==> config.mk <==
export PLATFORM = sky130hd
export DESIGN_NAME = ddr_init_seq
export DESIGN_NICKNAME = d
export VERILOG_FILES = /design/src/rtl/ddr_init_pkg.sv /design/src/rtl/ddr_init_cmd_enc.sv /design/src/rtl/ddr_init_gap_timer.sv /design/src/rtl/ddr_init_seq.sv
export SDC_FILE = /design/constraint.sdc
export NUM_CORES = 1
export LEC_CHECK = 0
export ABC_AREA = 1
export ABC_CLOCK_PERIOD_IN_PS = 2730
export CAP_MARGIN = 20
export CORE_ASPECT_RATIO = 1.2
export CORE_MARGIN = 5
export CORE_UTILIZATION = 55
export CTS_CLUSTER_SIZE = 24
export DETAILED_ROUTE_END_ITERATION = 12
export PLACE_DENSITY_LB_ADDON = 0.25
export SLEW_MARGIN = 20
export SYNTH_ARGS = -nofsm -noshare
export SYNTH_HDL_FRONTEND = slang
export SYNTH_HIERARCHICAL = 1
export SYNTH_SLANG_ARGS = --single-unit
export TNS_END_PERCENT = 20
==> constraint.sdc <==
create_clock -name clk -period 2.73 [get_ports clk]
set_input_delay 0.546 -clock clk [delete_from_list [all_inputs] [get_ports clk]]
set_output_delay 0.546 -clock clk [all_outputs]
set_load 0.05 [all_outputs]
==> src/rtl/ddr_init_pkg.sv <==
package ddr_init_pkg;

    typedef enum logic [3:0] {
        CMD_MRS        = 4'b0000,
        CMD_MRS_DLLRST = 4'b0010,
        CMD_PRECHARGE  = 4'b0100,
        CMD_NOP        = 4'b0101,
        CMD_EMRS_DLL   = 4'b0110,
        CMD_AUTOREF    = 4'b0111,
        CMD_NORMAL     = 4'b1111
    } ddr_cmd_e;

    typedef enum logic [1:0] {
        ST_IDLE = 2'd0,
        ST_BUSY = 2'd1,
        ST_DONE = 2'd2
    } seq_state_e;

    localparam int NUM_STEPS = 9;
    localparam int STEP_W    = $clog2(NUM_STEPS);
    localparam int LAST_STEP = NUM_STEPS - 1;

    typedef logic [STEP_W-1:0] step_t;

endpackage

==> src/rtl/ddr_init_cmd_enc.sv <==
module ddr_init_cmd_enc
    import ddr_init_pkg::*;
(
    input  step_t      step_i,
    input  logic       cl_half_i,
    output logic [3:0] code_o
);

    always_comb begin
        case (step_i)
            step_t'(0): code_o = CMD_NOP;
            step_t'(1): code_o = CMD_PRECHARGE;
            step_t'(2): code_o = CMD_EMRS_DLL;
            step_t'(3): code_o = CMD_MRS_DLLRST | {3'b000, cl_half_i};
            step_t'(4): code_o = CMD_PRECHARGE;
            step_t'(5): code_o = CMD_AUTOREF;
            step_t'(6): code_o = CMD_AUTOREF;
            step_t'(7): code_o = CMD_MRS | {3'b000, cl_half_i};
            default:    code_o = CMD_NORMAL;
        endcase
    end

endmodule

==> src/rtl/ddr_init_gap_timer.sv <==
module ddr_init_gap_timer #(
    parameter int CNT_W = 8
) (
    input  logic             clk,
    input  logic             rst_n,
    input  logic             load_i,
    input  logic [CNT_W-1:0] load_val_i,
    output logic             expired_o
);

    logic [CNT_W-1:0] cnt_d, cnt_q;

    always_comb begin
        cnt_d = cnt_q;
        if (load_i) begin
            cnt_d = load_val_i;
        end else if (cnt_q != '0) begin
            cnt_d = cnt_q - 1'b1;
        end
    end

    always_ff @(posedge clk or negedge rst_n) begin
        if (!rst_n) cnt_q <= '0;
        else        cnt_q <= cnt_d;
    end

    assign expired_o = (cnt_q == '0);

    AST_TMR_STAYS_EXPIRED: assert property (@(posedge clk) disable iff (!rst_n)
        (expired_o && !load_i) |=> expired_o);

    AST_TMR_COUNTS_DOWN: assert property (@(posedge clk) disable iff (!rst_n)
        (!load_i && !expired_o) |=> (cnt_q == $past(cnt_q) - 1'b1));

endmodule

==> src/rtl/ddr_init_seq.sv <==
module ddr_init_seq
    import ddr_init_pkg::*;
#(
    parameter int DESEL_CYC = 40000,
    parameter int GAP_CYC   = 2,
    parameter int TMRD_CYC  = 4,
    parameter int TRP_CYC   = 4,
    parameter int TRFC_CYC  = 16,
    parameter int REF_W     = 8
) (
    input  logic             clk,
    input  logic             rst_n,
    input  logic             start_i,
    input  logic             cl_half_i,
    input  logic [REF_W-1:0] refresh_val_i,
    output logic [3:0]       cmd_o,
    output logic             cmd_valid_o,
    output logic [REF_W-1:0] refresh_o,
    output logic             done_o
);

    localparam int MAX_A   = (DESEL_CYC > GAP_CYC)  ? DESEL_CYC : GAP_CYC;
    localparam int MAX_B   = (TMRD_CYC  > TRP_CYC)  ? TMRD_CYC  : TRP_CYC;
    localparam int MAX_C   = (MAX_A     > MAX_B)    ? MAX_A     : MAX_B;
    localparam int MAX_GAP = (MAX_C     > TRFC_CYC) ? MAX_C     : TRFC_CYC;
    localparam int CNT_W   = $clog2(MAX_GAP + 1);

    typedef struct packed {
        seq_state_e       state;
        step_t            step;
        logic             cl_half;
        logic [3:0]       cmd;
        logic             cmd_valid;
        logic [REF_W-1:0] refresh;
        logic             done;
    } seq_regs_t;

    seq_regs_t        r_d, r_q;
    logic             tmr_load;
    logic [CNT_W-1:0] tmr_val;
    logic             tmr_expired;
    logic [3:0]       step_code;
    step_t            next_step;
    logic [CNT_W-1:0] next_gap;

    ddr_init_cmd_enc u_enc (
        .step_i    (r_q.step),
        .cl_half_i (r_q.cl_half),
        .code_o    (step_code)
    );

    ddr_init_gap_timer #(.CNT_W(CNT_W)) u_timer (
        .clk        (clk),
        .rst_n      (rst_n),
        .load_i     (tmr_load),
        .load_val_i (tmr_val),
        .expired_o  (tmr_expired)
    );

    // Spacing that must elapse before the command at next_step.
    always_comb begin
        next_step = r_q.step + 1'b1;
        case (next_step)
            step_t'(3), step_t'(4): next_gap = CNT_W'(TMRD_CYC - 1);
            step_t'(5):             next_gap = CNT_W'(TRP_CYC - 1);
            step_t'(6), step_t'(7): next_gap = CNT_W'(TRFC_CYC - 1);
            default:                next_gap = CNT_W'(GAP_CYC - 1);
        endcase
    end

    always_comb begin
        r_d           = r_q;
        r_d.cmd_valid = 1'b0;
        tmr_load      = 1'b0;
        tmr_val       = '0;
        case (r_q.state)
            ST_BUSY: begin
                if (tmr_expired) begin
                    r_d.cmd_valid = 1'b1;
                    r_d.cmd       = step_code;
                    if (r_q.step == step_t'(LAST_STEP)) begin
                        r_d.state   = ST_DONE;
                        r_d.done    = 1'b1;
                        r_d.refresh = refresh_val_i;
                    end else begin
                        r_d.step = next_step;
                        tmr_load = 1'b1;
                        tmr_val  = next_gap;
                    end
                end
            end
            default: begin
                if (start_i) begin
                    r_d.state   = ST_BUSY;
                    r_d.step    = '0;
                    r_d.cl_half = cl_half_i;
                    r_d.refresh = '0;
                    r_d.done    = 1'b0;
                    tmr_load    = 1'b1;
                    tmr_val     = CNT_W'(DESEL_CYC - 1);
                end
            end
        endcase
    end

    always_ff @(posedge clk or negedge rst_n) begin
        if (!rst_n) begin
            r_q.state     <= ST_IDLE;
            r_q.step      <= '0;
            r_q.cl_half   <= 1'b0;
            r_q.cmd       <= '0;
            r_q.cmd_valid <= 1'b0;
            r_q.refresh   <= '0;
            r_q.done      <= 1'b0;
        end else begin
            r_q <= r_d;
        end
    end

    assign cmd_o       = r_q.cmd;
    assign cmd_valid_o = r_q.cmd_valid;
    assign refresh_o   = r_q.refresh;
    assign done_o      = r_q.done;

    AST_STROBE_SINGLE: assert property (@(posedge clk) disable iff (!rst_n)
        cmd_valid_o |=> !cmd_valid_o);

    AST_REFRESH_OFF_BUSY: assert property (@(posedge clk) disable iff (!rst_n)
        (r_q.state == ST_BUSY) |-> (refresh_o == '0 && !done_o));

    AST_MRS_CL_BIT: assert property (@(posedge clk) disable iff (!rst_n)
        (cmd_valid_o && cmd_o[3:2] == 2'b00) |-> (cmd_o[0] == r_q.cl_half));

    AST_NORMAL_ENDS: assert property (@(posedge clk) disable iff (!rst_n)
        (cmd_valid_o && cmd_o == CMD_NORMAL) |-> done_o);

    AST_START_IGNORED: assert property (@(posedge clk) disable iff (!rst_n)
        (r_q.state == ST_BUSY && start_i && !tmr_expired)
        |=> (r_q.state == ST_BUSY && r_q.step == $past(r_q.step)));

    AST_DONE_HOLDS: assert property (@(posedge clk) disable iff (!rst_n)
        (done_o && !start_i) |=> (done_o && $stable(refresh_o)));

endmodule

==> results of run 1 <==
power groups by stage:
stage               Sequential (uW)  Combinational, uW  Clock, uW
finish                          872                862        497
global placement                870                834          0
detailed placement              877                851          0
floorplan                       836                703          0
CTS                             867                857        505
global route                    897                991        531
registers in the layout, indices dropped and copies added, names as in the netlist:
name,cells
cmd_o,4
r_q,7
done_o,1
u_timer/cnt_q,16
cmd_valid_o,1
refresh_o,8
area by class of cell:
class	count	area (um^2)
Timing Repair Buffer	29	275.3
Fill cell	387	1484
Sequential cell	37	925.9
Tap cell	56	70.07
Multi-Input combinational cell	237	1279
Inverter	37	143.9
Clock inverter	1	30.03
Clock buffer	7	86.33
cells in the mapped netlist:
| library cell | n |
|---|---|
| a21oi_1 | 2 |
| buf_2 | 2 |
| buf_4 | 14 |
| buf_6 | 2 |
| clkbuf_1 | 1 |
| clkinv_2 | 1 |
| conb_1 | 1 |
| dfrtp_1 | 37 |
| ha_1 | 7 |
| inv_1 | 34 |
| inv_2 | 2 |
| nand2_1 | 112 |
| nand2_2 | 8 |
| nand2_4 | 2 |
| nand3_1 | 25 |
| nand3_2 | 9 |
| nand3_4 | 2 |
| nand3b_1 | 3 |
| nand4_1 | 2 |
| nor2_1 | 24 |
| nor2_2 | 6 |
| nor2_4 | 6 |
| nor2_8 | 1 |
| nor3_1 | 1 |
| o21a_1 | 1 |
| o21ai_0 | 7 |
| o21ai_1 | 4 |
| o21bai_2 | 3 |
| or2_2 | 1 |
| xnor2_1 | 2 |
| xor2_1 | 3 |
how the worst min path moves through the flow:
| stage | startpoint | end | slack (ps) | cells after the start |
|---|---|---|---|---|
| floorplan | rst_n | cmd_o[0] | 250 | 0 |
| global placement | r_q[14] | r_q[14] | 460 | 2 |
| detailed placement | cmd_o[2] | cmd_o[2] | 470 | 2 |
| CTS | rst_n | u_timer/cnt_q[5] | 390 | 1 |
| global route | rst_n | u_timer/cnt_q[5] | 410 | 1 |
| finish | rst_n | u_timer/cnt_q[5] | 350 | 1 |
per-stage QoR:
step           hold slack, ps  utilization
2_1_floorplan           250.4            -
3_3_place_gp            462.6       0.6198
3_5_place_dp            466.4       0.6198
4_1_cts                 385.0       0.6469
5_1_grt                 414.7       0.6544
6_report                349.9       0.6544
per-layer routing:
layer / up-vias / GRT usage
met3: 10 / 0.04952
met4: 0 / 0.07521
met1: 911 / 0.2055
met2: 38 / 0.3122
met5: - / 0
li1: 1028 / -
worst max-delay path, cell delays in order, from the launching register on:
cell        delay [ps]
dfrtp_1            400
inv_1              120
ha_2               250
nand2_4             90
nor2_4             130
nand3_1            140
nor3_4             190
nand3_2            170
clkinv_2            80
nand2_2             90
nand2_2            110
clkinvlp_4         200
or2_2              320
nand2_1             70
nor2_1              40
cells by family (layout without fill, tap and decap cells):
group                      count (synthesis)  after routing  share of synthesized area
AOI/OAI and AO/OA                         17             17                    0.04334
xor gates and xnor gates                   5              5                    0.01785
adders and majority gates                  7              7                    0.03569
buffers and inverters                     56             74                     0.1147
DFF                                       37             37                     0.3774
other                                      1              6                   0.001528
and+or+nand+nor                          202            202                     0.4095
what timing repair did:
action,in CTS,in global routing
hold buffers,0,0
setup buffers,0,2
resized for setup,0,4
endpoints found under the setup margin,0,7
placed cells by master (no fill, tap or decap), types with 2 or more instances in the layout:
cell type / Yosys / routed
nand2_1: 112 / 112
dfrtp_1: 37 / 37
inv_1: 34 / 33
nand3_1: 25 / 25
nor2_1: 24 / 24
clkdlybuf4s50_1: 0 / 24
nand3_2: 9 / 9
nand2_2: 8 / 8
o21ai_0: 7 / 7
nor2_4: 6 / 6
ha_1: 7 / 6
clkbuf_8: 0 / 6
nor2_2: 6 / 6
conb_1: 1 / 6
o21ai_1: 4 / 4
buf_4: 14 / 4
xor2_1: 3 / 3
nand3b_1: 3 / 3
o21bai_2: 3 / 3
inv_2: 2 / 2
nand4_1: 2 / 2
nand2_4: 2 / 2
a21oi_1: 2 / 2
nand3_4: 2 / 2
xnor2_1: 2 / 2
==> qor.txt, run 1 <==
# IOs -> 26
start point of the critical path -> u_timer/cnt_q[0]
VDD IR max -> 470.1 uV
TritonCTS clock tree -> done
Clock Sinks -> 37
vias per cell -> 4.918
M1 WL -> 2.002 mm
#FFs+latches synth -> 37
vias in the first global route -> 2031
part of the power in registers -> 0.391
PwrDens -> 793.7 nW/um^2
Tmin final -> 2515 ps
Synth Instances -> 325
initial antenna violation count -> 0
Fin. Hold Viols -> 0
Core Rows -> 26
critical path endpoint -> u_timer/cnt_q[12]
DRT antenna net count -> 0
Max Used Layer -> met4
Syn Std Cell Area -> 2454 um^2
GR Overflow Total -> 0
final setup TNS -> 0 ps
DRC Markers -> 0
CP Class -> reg -> reg
ranking of synthesized cells by area -> dfrtp_1 38%, nand2_1 17%, inv_1 5.2%
max_slew headroom -> 0.4515
CORE AREA -> 4294 um^2
DP HPWL -> 3.538 mm
peak fanout along the critical path -> 10
sw frac -> 0.4110
Root Driver -> clkbuf_8
Placed Instances -> 394
largest net degree at the start of global routing -> 38
initial core utilization -> 0.5714
Worst setup SP type -> flop
RSZ-0062 raised after global routing -> false
global-route usage over all layers -> 0.1803
Setup crit end kind -> flop
HP Class -> in -> async
H-tree depth -> 2
final instance area -> 2810 um^2
Leak Pwr -> 0.001486 uW
status -> complete, no violations
Psw -> 916.8 uW
count of final setup violators -> 0
nets -> 366
Max-Cap Viols -> 0
CTS Buffer Depth -> 2
PortBufs -> 25
final weighted congestion in routability-driven placement -> 0.8980
Pint -> 1314 uW
worst clock skew -> 7.633 ps
WL/cell -> 12.08 um
CP arrival -> 2700 ps
Synth top area share -> 0.3774
total power -> 2231 uW
Die Ht -> 83.17 um
vias -> 1987
Synth cell types -> 31
Ant. Diodes -> 0
CTS clock-pin slew for the worst setup and hold paths -> 80 ps
combinational share of power -> 0.386
Final Max Tran Viols -> 0
Slew @ Worst Pin -> 822.8 ps
Die Wd -> 70.97 um
wire length on met3 -> 223 um
reg2reg setup slack -> 210 ps
FF-to-FF Start -> u_timer/cnt_q[0]
P&R area growth vs syn -> 14.53%
Initial DRC Count -> 117
final WL -> 4.881 mm
DRT Pass-1 Iters -> 4
Setup WS pre-CTS -> 48.39 ps
R2R depth -> 14
RR Endpoint -> u_timer/cnt_q[12]
yosys synthesis warning count -> 6
total CTS buffers -> 5
Req. time, crit path -> 2910 ps
met2 wire len -> 2.554 mm
Post-Layout Cell Count -> 404
mean post-synth cell area -> 7.550 um^2
Seq/Total Area, Yosys -> 0.3774
layout cells sized above 1 -> 0.1609
Clk pwr share -> 0.223
fin crit share -> 0.9213
dpl cell area -> 2661 um^2
Worst-Skew Late Latency -> 290 ps
top cell type by total area after synthesis -> dfrtp_1
setup slack after layout -> 214.9 ps
FMAX -> 397.6 MHz
Die ar. -> 5902 um^2
first-pass GRT wire length -> 8.700 mm
Power figures use the tool's default switching activity.
==> run 2, diff against run 1 <==
--- a/config.mk
+++ b/config.mk
@@ -14,6 +14,7 @@
 export CTS_CLUSTER_SIZE = 24
 export DETAILED_ROUTE_END_ITERATION = 12
 export PLACE_DENSITY_LB_ADDON = 0.25
+export SETUP_SLACK_MARGIN = 0.02
 export SLEW_MARGIN = 20
 export SYNTH_ARGS = -nofsm -noshare
 export SYNTH_HDL_FRONTEND = slang
==> results of run 2 <==
Final layout, timing and power as in run 1 (identical DEF).
